**config.mk**
```make
export PLATFORM = sky130hd
export DESIGN_NAME = ovs_accum_unit
export DESIGN_NICKNAME = d
export VERILOG_FILES = /design/src/rtl/ovs_pkg.sv /design/src/rtl/ovs_ctrl.sv /design/src/rtl/ovs_accum.sv /design/src/rtl/ovs_round_shift.sv /design/src/rtl/ovs_accum_unit.sv
export SDC_FILE = /design/constraint.sdc
export NUM_CORES = 1
export LEC_CHECK = 0
export BUFFER_PORTS_ARGS = -buffer_cell sky130_fd_sc_hd__buf_2
export CORE_MARGIN = 4
export CORE_UTILIZATION = 59
export CTS_CLUSTER_SIZE = 20
export DETAILED_ROUTE_END_ITERATION = 16
export PLACE_DENSITY = 0.81
export SYNTH_ARGS = -nofsm -noshare
export SYNTH_HDL_FRONTEND = slang
export SYNTH_SLANG_ARGS = --single-unit
```
**constraint.sdc**
```tcl
create_clock -name clk -period 5.7 [get_ports clk]
set_clock_uncertainty 0.2 [all_clocks]
set_input_delay 0 -clock clk [delete_from_list [all_inputs] [get_ports clk]]
set_output_delay 0 -clock clk [all_outputs]
set_load 0.01 [all_outputs]
```
**src/rtl/ovs_pkg.sv**
```systemverilog
package ovs_pkg;

    // Default geometry shared by all parts of the unit
    localparam int SAMPLE_W_DEF  = 12;
    localparam int RCODE_W_DEF   = 3;
    localparam int SCODE_W_DEF   = 4;
    localparam int OUT_W_DEF     = 16;
    localparam int MAX_SHIFT_DEF = 8;

    // Group controller states
    typedef enum logic [0:0] {
        ST_IDLE  = 1'b0,
        ST_ACCUM = 1'b1
    } ovs_state_e;

endpackage

```
**src/rtl/ovs_ctrl.sv**
```systemverilog
module ovs_ctrl
    import ovs_pkg::*;
#(
    parameter int RCODE_W   = RCODE_W_DEF,
    parameter int SCODE_W   = SCODE_W_DEF,
    parameter int MAX_SHIFT = MAX_SHIFT_DEF,
    localparam int CNT_W    = (1 << RCODE_W) + 1
) (
    input  logic               clk,
    input  logic               rst_n,
    input  logic               enable,
    input  logic               sample_valid,
    input  logic [RCODE_W-1:0] ratio_sel,
    input  logic [SCODE_W-1:0] shift_sel,
    output logic               take,
    output logic               last,
    output logic [SCODE_W-1:0] shift_eff
);

    ovs_state_e         state_q, state_d;
    logic [CNT_W-1:0]   cnt_q;
    logic [RCODE_W-1:0] ratio_q;
    logic [SCODE_W-1:0] shift_q;
    logic [RCODE_W-1:0] ratio_eff;
    logic [SCODE_W-1:0] shift_clamped;
    logic [CNT_W-1:0]   limit;

    // Saturate the requested shift at the maximum supported amount
    assign shift_clamped = (shift_sel > SCODE_W'(MAX_SHIFT)) ? SCODE_W'(MAX_SHIFT) : shift_sel;

    // State register
    always_ff @(posedge clk or negedge rst_n) begin
        if (!rst_n) state_q <= ST_IDLE;
        else        state_q <= state_d;
    end

    // Next state: START, DONE, ABORT
    always_comb begin
        state_d = state_q;
        unique case (state_q)
            ST_IDLE: begin
                if (enable && sample_valid) state_d = ST_ACCUM;   // START
            end
            ST_ACCUM: begin
                if (!enable)   state_d = ST_IDLE;                 // ABORT
                else if (last) state_d = ST_IDLE;                 // DONE
            end
            default: state_d = ST_IDLE;
        endcase
    end

    // Outputs: the live config applies when idle, the captured one inside a group
    always_comb begin
        take      = enable && sample_valid;
        ratio_eff = ratio_q;
        shift_eff = shift_q;
        unique case (state_q)
            ST_IDLE: begin
                ratio_eff = ratio_sel;
                shift_eff = shift_clamped;
            end
            ST_ACCUM: begin
                ratio_eff = ratio_q;
                shift_eff = shift_q;
            end
            default: ;
        endcase
        limit = (CNT_W'(2) << ratio_eff) - CNT_W'(1);
        last  = take && (cnt_q == limit);
    end

    // Group bookkeeping: sample count and captured config
    always_ff @(posedge clk or negedge rst_n) begin
        if (!rst_n) begin
            cnt_q   <= '0;
            ratio_q <= '0;
            shift_q <= '0;
        end else if (!enable) begin
            cnt_q <= '0;
        end else if (take) begin
            if (state_q == ST_IDLE) begin
                ratio_q <= ratio_sel;
                shift_q <= shift_clamped;
            end
            cnt_q <= last ? '0 : cnt_q + CNT_W'(1);
        end
    end

    // Count never passes the group size while a group is open
    assert_cnt_in_range_R2: assert property (@(posedge clk) disable iff (!rst_n)
        (state_q == ST_ACCUM) |-> (cnt_q <= limit));

    // Captured config is frozen until the group ends
    assert_cfg_frozen_R9: assert property (@(posedge clk) disable iff (!rst_n)
        (state_q == ST_ACCUM && enable && !last) |=> ($stable(ratio_q) && $stable(shift_q)));

    // Dropping enable returns to idle with an empty count
    assert_abort_clears_R8: assert property (@(posedge clk) disable iff (!rst_n)
        !enable |=> (state_q == ST_IDLE && cnt_q == '0));

    // Captured shift is already clamped
    assert_shift_clamped_R5: assert property (@(posedge clk) disable iff (!rst_n)
        shift_q <= SCODE_W'(MAX_SHIFT));

endmodule

```
**src/rtl/ovs_accum.sv**
```systemverilog
module ovs_accum
    import ovs_pkg::*;
#(
    parameter int SAMPLE_W = SAMPLE_W_DEF,
    parameter int RCODE_W  = RCODE_W_DEF,
    localparam int ACC_W   = SAMPLE_W + (1 << RCODE_W)
) (
    input  logic                clk,
    input  logic                rst_n,
    input  logic                enable,
    input  logic                take,
    input  logic                last,
    input  logic [SAMPLE_W-1:0] sample_data,
    output logic [ACC_W-1:0]    sum_total
);

    logic [ACC_W-1:0] acc_q;
    logic [ACC_W:0]   sum_wide;

    assign sum_wide  = {1'b0, acc_q} + (ACC_W+1)'(sample_data);
    assign sum_total = sum_wide[ACC_W-1:0];

    always_ff @(posedge clk or negedge rst_n) begin
        if (!rst_n)       acc_q <= '0;
        else if (!enable) acc_q <= '0;
        else if (take)    acc_q <= last ? '0 : sum_total;
    end

    // The accumulator is sized for the largest group, so it never wraps
    assert_acc_fits_R2: assert property (@(posedge clk) disable iff (!rst_n)
        take |-> !sum_wide[ACC_W]);

    // Disabled cycles leave an empty accumulator
    assert_acc_cleared_R8: assert property (@(posedge clk) disable iff (!rst_n)
        !enable |=> (acc_q == '0));

endmodule

```
**src/rtl/ovs_round_shift.sv**
```systemverilog
module ovs_round_shift
    import ovs_pkg::*;
#(
    parameter int ACC_W   = SAMPLE_W_DEF + (1 << RCODE_W_DEF),
    parameter int SCODE_W = SCODE_W_DEF,
    parameter int OUT_W   = OUT_W_DEF,
    localparam int RND_W  = ACC_W + 1
) (
    input  logic [ACC_W-1:0]   sum_in,
    input  logic [SCODE_W-1:0] shift_amt,
    output logic [OUT_W-1:0]   result
);

    logic [RND_W-1:0] bias;
    logic [RND_W-1:0] biased;
    logic [RND_W-1:0] shifted;

    always_comb begin
        // Half of one output LSB, only when something is shifted out
        if (shift_amt != '0) bias = RND_W'(1) << (shift_amt - SCODE_W'(1));
        else                 bias = '0;
        biased  = {1'b0, sum_in} + bias;
        shifted = biased >> shift_amt;
        result  = shifted[OUT_W-1:0];
    end

endmodule

```
**src/rtl/ovs_accum_unit.sv**
```systemverilog
module ovs_accum_unit
    import ovs_pkg::*;
#(
    parameter int SAMPLE_W  = SAMPLE_W_DEF,
    parameter int RCODE_W   = RCODE_W_DEF,
    parameter int SCODE_W   = SCODE_W_DEF,
    parameter int OUT_W     = OUT_W_DEF,
    parameter int MAX_SHIFT = MAX_SHIFT_DEF,
    localparam int ACC_W    = SAMPLE_W + (1 << RCODE_W)
) (
    input  logic                clk,
    input  logic                rst_n,
    input  logic                enable,
    input  logic                sample_valid,
    input  logic [SAMPLE_W-1:0] sample_data,
    input  logic [RCODE_W-1:0]  ratio_sel,
    input  logic [SCODE_W-1:0]  shift_sel,
    output logic                out_valid,
    output logic [OUT_W-1:0]    out_result
);

    logic               take;
    logic               last;
    logic [SCODE_W-1:0] shift_eff;
    logic [ACC_W-1:0]   sum_total;
    logic [OUT_W-1:0]   rounded;

    ovs_ctrl #(
        .RCODE_W   (RCODE_W),
        .SCODE_W   (SCODE_W),
        .MAX_SHIFT (MAX_SHIFT)
    ) u_ctrl (
        .clk          (clk),
        .rst_n        (rst_n),
        .enable       (enable),
        .sample_valid (sample_valid),
        .ratio_sel    (ratio_sel),
        .shift_sel    (shift_sel),
        .take         (take),
        .last         (last),
        .shift_eff    (shift_eff)
    );

    ovs_accum #(
        .SAMPLE_W (SAMPLE_W),
        .RCODE_W  (RCODE_W)
    ) u_accum (
        .clk         (clk),
        .rst_n       (rst_n),
        .enable      (enable),
        .take        (take),
        .last        (last),
        .sample_data (sample_data),
        .sum_total   (sum_total)
    );

    ovs_round_shift #(
        .ACC_W   (ACC_W),
        .SCODE_W (SCODE_W),
        .OUT_W   (OUT_W)
    ) u_round (
        .sum_in    (sum_total),
        .shift_amt (shift_eff),
        .result    (rounded)
    );

    // Registered result and strobe
    always_ff @(posedge clk or negedge rst_n) begin
        if (!rst_n) begin
            out_valid  <= 1'b0;
            out_result <= '0;
        end else begin
            out_valid <= last;
            if (last) out_result <= rounded;
        end
    end

    // The strobe lasts one cycle, since every group has at least two samples
    assert_valid_single_R7: assert property (@(posedge clk) disable iff (!rst_n)
        out_valid |=> !out_valid);

    // A result only follows an accepted sample
    assert_valid_follows_sample_R7: assert property (@(posedge clk) disable iff (!rst_n)
        out_valid |-> $past(enable && sample_valid));

    // No result while disabled
    assert_no_valid_when_off_R8: assert property (@(posedge clk) disable iff (!rst_n)
        !enable |=> !out_valid);

    // The result holds between strobes
    assert_result_held_R7: assert property (@(posedge clk) disable iff (!rst_n)
        !out_valid && !last |=> $stable(out_result));

endmodule

```
==> results of run 1 <==
-- timing repair --
action,CTS,global route
hold endpoints to repair,70,0
setup endpoints to repair,0,12
hold buffers,11,0
buffers inserted,0,0
gates resized for setup,0,8
-- worst paths after layout --
check,from,depth (start not counted),to
worst max-delay path,u_accum.acc_q[0],18,out_result[13]
worst min-delay path,sample_data[1],3,u_accum.acc_q[1]
worst max register to register,u_accum.acc_q[0],18,out_result[13]
worst min register to register,out_result[15],2,out_result[15]
max in group asynchronous,rst_n,3,out_result[10]
min in group asynchronous,rst_n,3,u_ctrl.cnt_q[4]
-- metrics by stage --
step                      cell area (sq um)  utilization  setup WS (ps)  power, mW
final                                  5770        0.661            271       1.42
after global routing                   5770        0.661           12.0       1.52
after CTS                              5740        0.659            203       1.41
after detailed placement               5540        0.635            292       1.15
after global placement                 5540        0.635            462       1.13
after floorplan                        5270            -            866      0.981
-- routing by layer --
metal | track usage | up-vias | part of all wire
met5 | 0 | - | 0
met1 | 0.387 | 2454 | 0.43
met3 | 0.0332 | 38 | 0.066
met4 | 0.0959 | 0 | 0.022
li1 | - | 2497 | -
met2 | 0.476 | 224 | 0.48
-- critical path, cell delays in order (launching register included) --
cell       delay (ps)
dfrtp_1           400
ha_1              210
fa_1              400
a21oi_1           210
o22ai_1           190
o21ai_0           390
nand2_1           280
nand2_1           150
xnor2_1            90
ha_1              440
nand2_1            90
o21ai_0           330
a21oi_1           200
a2111oi_1         430
or4_2             260
nor2_2             60
mux4_2            520
a2111oi_2         400
a21o_1            130
-- cell type report --
type                       instances  area (sq um)
inverter                           8          30.0
sequential                        54          1350
clock buffer                       6          82.6
fill                             766          2950
multi-input combinational        560          3760
timing repair buffer              62           395
clock inverter                     2          16.3
tap                              108           135
-- power by group through the flow --
stage	Sequential, mW	Combinational, mW	Clock [mW]
after floorplan	0.434	0.547	0
after global placement	0.438	0.695	0
final	0.433	0.742	0.247
after global routing	0.437	0.824	0.263
after CTS	0.433	0.724	0.256
after detailed placement	0.441	0.712	0
-- cells in the mapped netlist (4+ instances only) --
master / number / area (sq um)
a2111oi_0: 4 / 35.0
a211oi_1: 7 / 52.6
a21o_1: 11 / 82.6
a21oi_1: 46 / 230
a22o_1: 15 / 131
a31oi_1: 9 / 56.3
and2_1: 7 / 43.8
and3_1: 8 / 50.1
clkbuf_1: 23 / 86.3
dfrtp_1: 54 / 1350
ha_1: 30 / 375
inv_1: 8 / 30.0
mux2_2: 10 / 113
mux2i_1: 22 / 220
nand2_1: 85 / 319
nand2b_1: 12 / 75.1
nand3_1: 19 / 95.1
nand4_1: 7 / 43.8
nor2_1: 57 / 214
nor2b_1: 5 / 31.3
nor3_1: 11 / 55.1
o211ai_1: 14 / 105
o21a_1: 6 / 45.0
o21ai_0: 56 / 280
o21bai_1: 4 / 30.0
o221ai_1: 4 / 35.0
o22ai_1: 5 / 31.3
o32ai_1: 4 / 35.0
xnor2_1: 26 / 228
xor2_1: 17 / 149
-- cells by family (layout without fill, tap and decap cells) --
kind of cell	after synthesis	count (layout)	share of synthesized area
AOI/OAI and AO/OA	221	221	0.282
xor gates and xnor gates	43	43	0.0714
adders and majority gates	32	32	0.0788
buffers and inverters	41	78	0.0358
DFF	54	54	0.256
muxes	34	34	0.0717
other	1	1	0.000711
and+or+nand+nor	229	229	0.203
-- state kept, by name (all words and copies together), names as in the netlist --
| signal | count |
|---|---|
| out_valid | 1 |
| u_ctrl.ratio_q | 3 |
| u_accum.acc_q | 20 |
| u_ctrl.shift_q | 4 |
| u_ctrl.cnt_q | 9 |
| out_result | 16 |
| u_ctrl.state_q | 1 |
==> metrics.txt, run 1 <==
R2R Setup Slk about 270 ps; CP arrival between 5000 and 6000 ps; number of max-cap violations 0; Max-slew headroom 0.345; H-tree depth 2; Wirelength per Cell between 15 and 20 um; Initial Utilization 0.604; Slew @ Worst Pin just under 1000 ps; min Tclk post-route approximately 5400 ps; RSZ-0062 raised after global routing no; cts bufs inserted 5; static leakage power roughly 2.6 nW; Synth Cell Area roughly 5300 sq um; die area 10500 sq um; DR vias ~5200; count of pins over their slew limit 0; number of global-route vias before repair between 5000 and 6000; Int Pwr just over 0.8 mW; ant diodes 0; Worst setup SP type flop; share of cells above drive strength 1 0.140; Reg clk slew, reported paths ~110 ps; P per Cell Area 247 nW/um^2; Distinct cells, synth 76; Fin. Hold Viols 0; Mapped Cells about 660; final WL 14.5 mm; Final nets between 700 and 800; Tot GR Track Use 0.286; final period utilization 0.952; CP Max Fanout 7; dpl cells 781; GR Overflow Total 0; sequential share of power 0.305; Antenna Nets Post-Route 0; first-pass GRT wire length about 25 mm; Synth Area per Inst about 8.0 sq um; DRT iter0 DRCs around 470; Max VDD drop 0.169 mV; setup tns final 0 ps; hold crit path type input pin to flop; DRC violations left 0; Synth async-reset ratio 1.00; initial antenna violation count 0; Comb pwr share 0.522; largest net degree at the start of global routing between 50 and 60; Clock Latency Late Sink 320 ps; Psw about 0.6 mW; Longest Clk Path Bufs 2; dpl hpwl ~11 mm; Via-to-Cell Ratio roughly 6.5; Finished Layout Cells 800; Worst setup EP type flop; Die H 103 um; Setup CP Type flop to flop; most frequent cells in the layout 85 x nand2_1, 57 x nor2_1, 54 x dfrtp_1, 52 x o21ai_0, 44 x a21oi_1; cell row count 34; switching share of total power 0.433; I/O Buffers 39; main flop type after synthesis dfrtp_1; gpl congestion between 0.9 and 1; Die Width about 100 um; Seq cells post-synth 54; Clk pwr share 0.173; Mapped Nets around 700; sequential share of the synthesized area 0.256; CTS tree built; number of flops mapped to enable cells by yosys 0; synth warn 0; Setup-failing EPs final 0; status completed; Area Growth Syn to Fin 9.40%; Root Buffer clkbuf_8; num ports 40; core area 8720 sq um; hold_ws ~41 ps; Initial DRT Pass Iterations 5; f_max between 0.15 and 0.2 GHz; Clock Sinks between 50 and 60; Critical Path RT between 5000 and 6000 ps; most common cell after layout, fill and taps aside nand2_1
(Power assumes the default switching activity.)
==> run 2, diff against run 1 <==
--- a/config.mk
+++ b/config.mk
@@ -11,6 +11,7 @@
 export CTS_CLUSTER_SIZE = 20
 export DETAILED_ROUTE_END_ITERATION = 16
 export PLACE_DENSITY = 0.81
+export RECOVER_POWER = 25
 export SYNTH_ARGS = -nofsm -noshare
 export SYNTH_HDL_FRONTEND = slang
 export SYNTH_SLANG_ARGS = --single-unit
==> run 2 against run 1 <==
The flow now finishes with violations (capacitance limit, slew limit). Clock power hardly changed. First-iteration DRC count increased by 4.5%. Count of clock-buffer cells in the layout is the same. Register-to-register slack about the same. Total power is 0.16% lower. Worst hold slack worse by 1.1 ps. Maximum frequency up 0.19%. Setup slack improved by 10 ps. Combinational power about the same. Sequential share of layout area increased by 0.10 points. Final cell count unchanged. Highest routed layer unchanged.
==> metrics.txt, run 2 (same netlist as run 1, synthesis figures left out) <==
Die H 103 um (unchanged); num ports 40 (unchanged); Area Growth Syn to Fin 8.92%; most common cell after layout, fill and taps aside nand2_1; RSZ-0062 raised after global routing no; CP Max Fanout 7 (unchanged); gpl congestion 0.952 (unchanged); largest net degree at the start of global routing 55 (unchanged); number of global-route vias before repair 5139 (unchanged); Max VDD drop 0.169 mV (about the same); status finished, violations left; most frequent cells in the layout 85 x nand2_1, 57 x nor2_1, 54 x dfrtp_1, 52 x o21ai_0, 44 x a21oi_1; Reg clk slew, reported paths 110 ps (about the same); core area 8720 sq um (unchanged); hold_ws 40.2 ps (-1.15 ps); DR vias 5222 (+0.17%); pre-CTS setup slack 292 ps (unchanged); Pwr Total 1.42 mW (-0.16%); ant diodes 0 (unchanged); Slew @ Worst Pin 2990 ps (+2010 ps); Post-CTS Setup Inserts 0 (unchanged); DR WL met2 6.84 mm (-1.9%); I/O Buffers 39 (unchanged); Setup CP Type flop to flop; share of cells above drive strength 1 0.114 (-0.0260); first-pass GRT wire length 24.5 mm (unchanged); Top Layer Used met4; Tot GR Track Use 0.286 (unchanged); reg2reg end out_result[13]; Via-to-Cell Ratio 6.53 (+0.17%); Clock Sinks 54 (unchanged); Die Width 103 um (unchanged); die area 10500 sq um (unchanged); Antenna Nets Post-Route 0 (unchanged); Longest Clk Path Bufs 2 (unchanged); FF-to-FF path depth 18 (unchanged); CP arrival 5480 ps (about the same); Root Buffer clkbuf_8; failing checks capacitance limit, slew limit; Max-slew headroom -0.993 (-1.34); R2R Setup Slk 280 ps (about the same); Largest register FFs 20 (unchanged); Largest regs u_accum.acc_q: 20 flops, out_result: 16 flops, u_ctrl.cnt_q: 9 flops; P per Cell Area 247 nW/um^2 (+0.28%); met3 routed WL 983 um (+2.2%); CTS tree built; DRC violations left 0 (unchanged); RR Startpoint u_accum.acc_q[0]; cts bufs inserted 5 (unchanged); number of max-cap violations 1 (+1); Setup-failing EPs final 0 (unchanged); final WL 14.5 mm (-0.28%); dpl hpwl 10.8 mm (unchanged); Worst setup EP type flop; Hold Startpoint sample_data[1]; final worst slack 281 ps (+10.0 ps); H-tree depth 2 (unchanged); setup tns final 0 ps (unchanged); Wirelength per Cell 18.1 um (-0.28%); hold crit path type input pin to flop; cell row count 34 (unchanged); Top reg by flops u_accum.acc_q; Worst Hold End u_accum.acc_q[1]; Final nets 746 (unchanged); static leakage power 2.48 nW (-3.1%); Worst setup SP type flop; routed length on met1 6.28 mm (+0.56%); DRT iter0 DRCs 489 (+4.5%); Critical Path RT 5770 ps (about the same); hold-critical path depth 3 (unchanged); initial antenna violation count 0 (unchanged); Fin. Hold Viols 0 (unchanged); Clock Latency Late Sink 320 ps (about the same); Initial DRT Pass Iterations 5 (unchanged); final period utilization 0.951 (-0.00176); f_max 0.185 GHz (+0.19%); count of pins over their slew limit 55 (+55); Initial Utilization 0.604 (unchanged); min Tclk post-route 5420 ps (-10.0 ps); GR Overflow Total 0 (unchanged)
-- run 2: cell count changes in the layout (fill, tap and decap cells not counted), sizes merged --
cell    change
clkbuf     +18
buf        -18
-- run 2: worst max-delay path by stage --
stage | endpoint | from | slack, ps | depth (start not counted)
2_1_floorplan | out_result[5] | u_accum.acc_q[0] | 870 | 19
3_3_place_gp | out_result[12] | u_accum.acc_q[0] | 460 | 19
3_5_place_dp | out_result[12] | u_accum.acc_q[0] | 290 | 19
4_1_cts | out_result[13] | u_accum.acc_q[1] | 200 | 20
5_1_grt | out_result[5] | u_accum.acc_q[0] | 10 | 18
6_report | out_result[13] | u_accum.acc_q[0] | 280 | 18
-- run 2: routing by layer --
layer	track usage	up-vias
li1	-	2500
met1	0.387	2454
met4	0.0959	0
met3	0.0332	40
met2	0.476	228
met5	0	-
-- run 2: metrics by stage --
step,cells,area [sq um],util
3_5_place_dp,781,5540,0.635
6_report,800,5740,0.658
4_1_cts,800,5740,0.659
3_3_place_gp,781,5540,0.635
5_1_grt,800,5740,0.658
2_1_floorplan,655,5270,-
-- run 2: critical path, cell delays in order, from the launching register on --
cell       delay, ps
dfrtp_1          410
ha_1             210
fa_1             400
a21oi_1          200
o22ai_1          190
o21ai_0          390
nand2_1          280
nand2_1          140
xnor2_1           90
ha_1             440
nand2_1           90
o21ai_0          330
a21oi_1          200
a2111oi_1        430
or4_2            260
nor2_2            70
mux4_2           520
a2111oi_2        400
a21o_1           130
-- run 2: where the power goes --
group          internal [mW]  total [mW]  switching (mW)
clock                  0.101       0.246           0.145
sequential             0.411       0.434          0.0223
combinational          0.293       0.740           0.447
total                  0.805        1.42           0.615
-- run 2: final cells by class --
| type | instances | area (sq um) |
|---|---|---|
| Inverter | 8 | 30.0 |
| Timing Repair Buffer | 62 | 370 |
| Clock buffer | 6 | 82.6 |
| Tap cell | 108 | 135 |
| Sequential cell | 54 | 1350 |
| Fill cell | 783 | 2980 |
| Clock inverter | 2 | 16.3 |
| Multi-Input combinational cell | 560 | 3760 |
-- run 2: timing repair --
action                                 in CTS  in global routing
hold buffers                               11                  0
setup endpoints to repair                   0                 12
endpoints found under the hold margin      70                  0
resized for setup                           0                  8
==> run 3, diff against run 2 <==
--- a/config.mk
+++ b/config.mk
@@ -5,12 +5,12 @@
 export SDC_FILE = /design/constraint.sdc
 export NUM_CORES = 1
 export LEC_CHECK = 0
-export BUFFER_PORTS_ARGS = -buffer_cell sky130_fd_sc_hd__buf_2
+export BUFFER_PORTS_ARGS = -buffer_cell sky130_fd_sc_hd__buf_4
 export CORE_MARGIN = 4
-export CORE_UTILIZATION = 59
+export CORE_UTILIZATION = 38
 export CTS_CLUSTER_SIZE = 20
 export DETAILED_ROUTE_END_ITERATION = 16
-export PLACE_DENSITY = 0.81
+export PLACE_DENSITY = 0.58
 export RECOVER_POWER = 25
 export SYNTH_ARGS = -nofsm -noshare
 export SYNTH_HDL_FRONTEND = slang
==> run 3 against run 2 <==
Flip-flop and latch count unchanged. Worst hold slack worse by 12 ps. Clock power up 46%. Sequential share of layout area down 0.86 points. Maximum frequency up 1.5%. Largest power group unchanged. Setup slack better by 81 ps. The run still ends with capacitance limit, slew limit left. Combinational power up 0.9%. Design area up 3.8%. Register-to-register slack better by 80 ps.
==> metrics.txt, run 3 (same netlist as run 1, synthesis figures left out) <==
static leakage power 2.54 nW (+2.4%); Tot GR Track Use 0.192 (-0.0934); count of pins over their slew limit 55 (unchanged); sequential share of power 0.281 (-0.024); Slew @ Worst Pin 3060 ps (+71.5 ps); Worst setup EP type flop; Final nets 746 (unchanged); cts bufs inserted 5 (unchanged); Comb pwr share 0.486 (-0.035); Die H 126 um (+23%); Fin. Hold Viols 0 (unchanged); ant diodes 0 (unchanged); die area 15800 sq um (+51%); largest net degree at the start of global routing 55 (unchanged); Max-slew headroom -1.04 (-0.0477); gpl congestion 0.923 (-3.0%); DRT iter0 DRCs 464 (-5.1%); CP Max Fanout 4 (-3); cell row count 42 (+24%); I/O Buffers 39 (unchanged); setup tns final 0 ps (unchanged); hold-critical path depth 3 (unchanged); Clock Latency Late Sink 300 ps (-20 ps); final instance area 5960 sq um (+3.8%); R2R Setup Slk 360 ps (+80 ps); core area 13400 sq um (+54%); f_max 0.187 GHz (+1.5%); num ports 40 (unchanged); met3 Resource Use GR 0.0334 (+0.000293); H-tree depth 2 (unchanged); CP arrival 5380 ps (-100 ps); Max VDD drop 0.159 mV (-5.9%); Worst Hold End u_accum.acc_q[1]; Wirelength per Cell 17.6 um (-2.8%); Setup CP Type flop to flop; failing checks capacitance limit, slew limit; Setup-failing EPs final 0 (unchanged); Critical Path RT 5740 ps (-30 ps); Clk pwr share 0.233 (+0.060); Antenna Nets Post-Route 0 (unchanged); busiest grt layer met2; first-pass GRT wire length 25.4 mm (+3.3%); most frequent cells in the layout 85 x nand2_1, 56 x nor2_1, 54 x dfrtp_1, 51 x o21ai_0, 44 x a21oi_1; P per Cell Area 258 nW/um^2 (+4.3%); min Tclk post-route 5340 ps (-80.6 ps); Top reg by flops u_accum.acc_q; RR Startpoint u_accum.acc_q[0]; final period utilization 0.937 (-0.0141); Int Pwr 0.915 mW (+14%); fillers 1332 (+70%); Area after DPL 5720 sq um (+3.3%); Die Width 126 um (+23%); CTS tree built; status finished, violations left; Psw 0.622 mW (+1.2%); Root Buffer clkbuf_16; final WL 15.3 mm (+5.4%); RSZ-0062 raised after global routing no; Clock Sinks 54 (unchanged); number of global-route vias before repair 5044 (-1.8%); switching share of total power 0.405 (-0.0284); reg2reg end out_result[13]; most common cell after layout, fill and taps aside nand2_1; Area Growth Syn to Fin 13.1%; global-route met2 utilization 0.301 (-0.175); number of max-cap violations 1 (unchanged); Longest Clk Path Bufs 2 (unchanged); Initial DRT Pass Iterations 5 (unchanged); share of cells above drive strength 1 0.114 (unchanged); Initial Utilization 0.393 (-0.211); Reg clk slew, reported paths 70 ps (-40 ps); Largest regs u_accum.acc_q: 20 flops, out_result: 16 flops, u_ctrl.cnt_q: 9 flops; DRC violations left 0 (unchanged); DR vias 5073 (-2.9%); Largest register FFs 20 (unchanged); hold crit path type input pin to flop; met1 Resource Use GR 0.272 (-0.115); initial antenna violation count 0 (unchanged); FF-to-FF path depth 20 (+2); Worst setup SP type flop; Hold Startpoint sample_data[1]; GR Overflow Total 0 (unchanged); dpl hpwl 11.5 mm (+6.7%); Via-to-Cell Ratio 5.84 (-10%)
[run 3: cell count changes in the layout (fill, tap and decap cells not counted), moves of 5 or more]
cell / before / now
clkbuf_8: 6 / 0
buf_4: 11 / 33
clkbuf_16: 0 / 5
buf_2: 22 / 0
[run 3: metrics by stage]
step | power (mW) | cells | worst slack (ps) | util | hold WS (ps)
2_1_floorplan | 0.981 | 655 | 866 | - | -496
3_3_place_gp | 1.16 | 849 | 272 | 0.427 | -107
3_5_place_dp | 1.17 | 849 | 160 | 0.427 | -88.4
4_1_cts | 1.54 | 868 | 115 | 0.448 | 20.4
5_1_grt | 1.65 | 868 | 8.29 | 0.445 | 74.1
6_report | 1.54 | 868 | 362 | 0.445 | 28.1
[run 3: worst max path at each step]
stage,startpoint,endpoint,cells past startpoint
2_1_floorplan,u_accum.acc_q[0],out_result[5],19
5_1_grt,u_accum.acc_q[0],out_result[5],19
4_1_cts,u_ctrl.state_q,out_result[13],15
3_5_place_dp,u_ctrl.state_q,out_result[13],15
6_report,u_accum.acc_q[0],out_result[13],20
3_3_place_gp,u_ctrl.state_q,out_result[13],15
[run 3: routing by layer]
layer | vias to the layer above | part of all wire
met5 | - | 0
met4 | 0 | 0.023
met3 | 29 | 0.053
met2 | 154 | 0.44
met1 | 2385 | 0.48
li1 | 2505 | -
[run 3: timing repair]
action	CTS	global route
hold buffers	11	0
buffers inserted	0	0
endpoints found under the hold margin	70	0
setup endpoints to repair	0	14
resized for setup	0	11
[run 3: power by group through the flow]
stage	clock, mW	combinational (mW)	sequential [mW]
final	0.358	0.747	0.432
after global routing	0.386	0.828	0.437
after CTS	0.369	0.738	0.432
after detailed placement	0	0.727	0.440
after global placement	0	0.719	0.438
after floorplan	0	0.547	0.434
[run 3: critical path, cell delays in order (launching register included)]
cell       delay (ps)
dfrtp_1           390
ha_1              210
fa_1              400
a21oi_1           250
o22ai_1           190
nor2_1            190
o21bai_1          120
a21o_2            220
a21oi_1           220
a21oi_1           110
ha_1              370
nand2_1            70
a21oi_1           230
and4_1            240
o21ai_1           140
a2111oi_1         380
or4_2             240
nor2_2             70
mux4_2            520
a2111oi_2         400
a21o_1            120
[run 3: cell type report]
type	instances	area (sq um)	area share
Inverter	8	30.0	0.00504
Multi-Input combinational cell	560	3770	0.632
Tap cell	176	220	0.0370
Clock buffer	6	129	0.0216
Sequential cell	54	1350	0.227
Timing Repair Buffer	62	425	0.0714
Clock inverter	2	37.5	0.00630
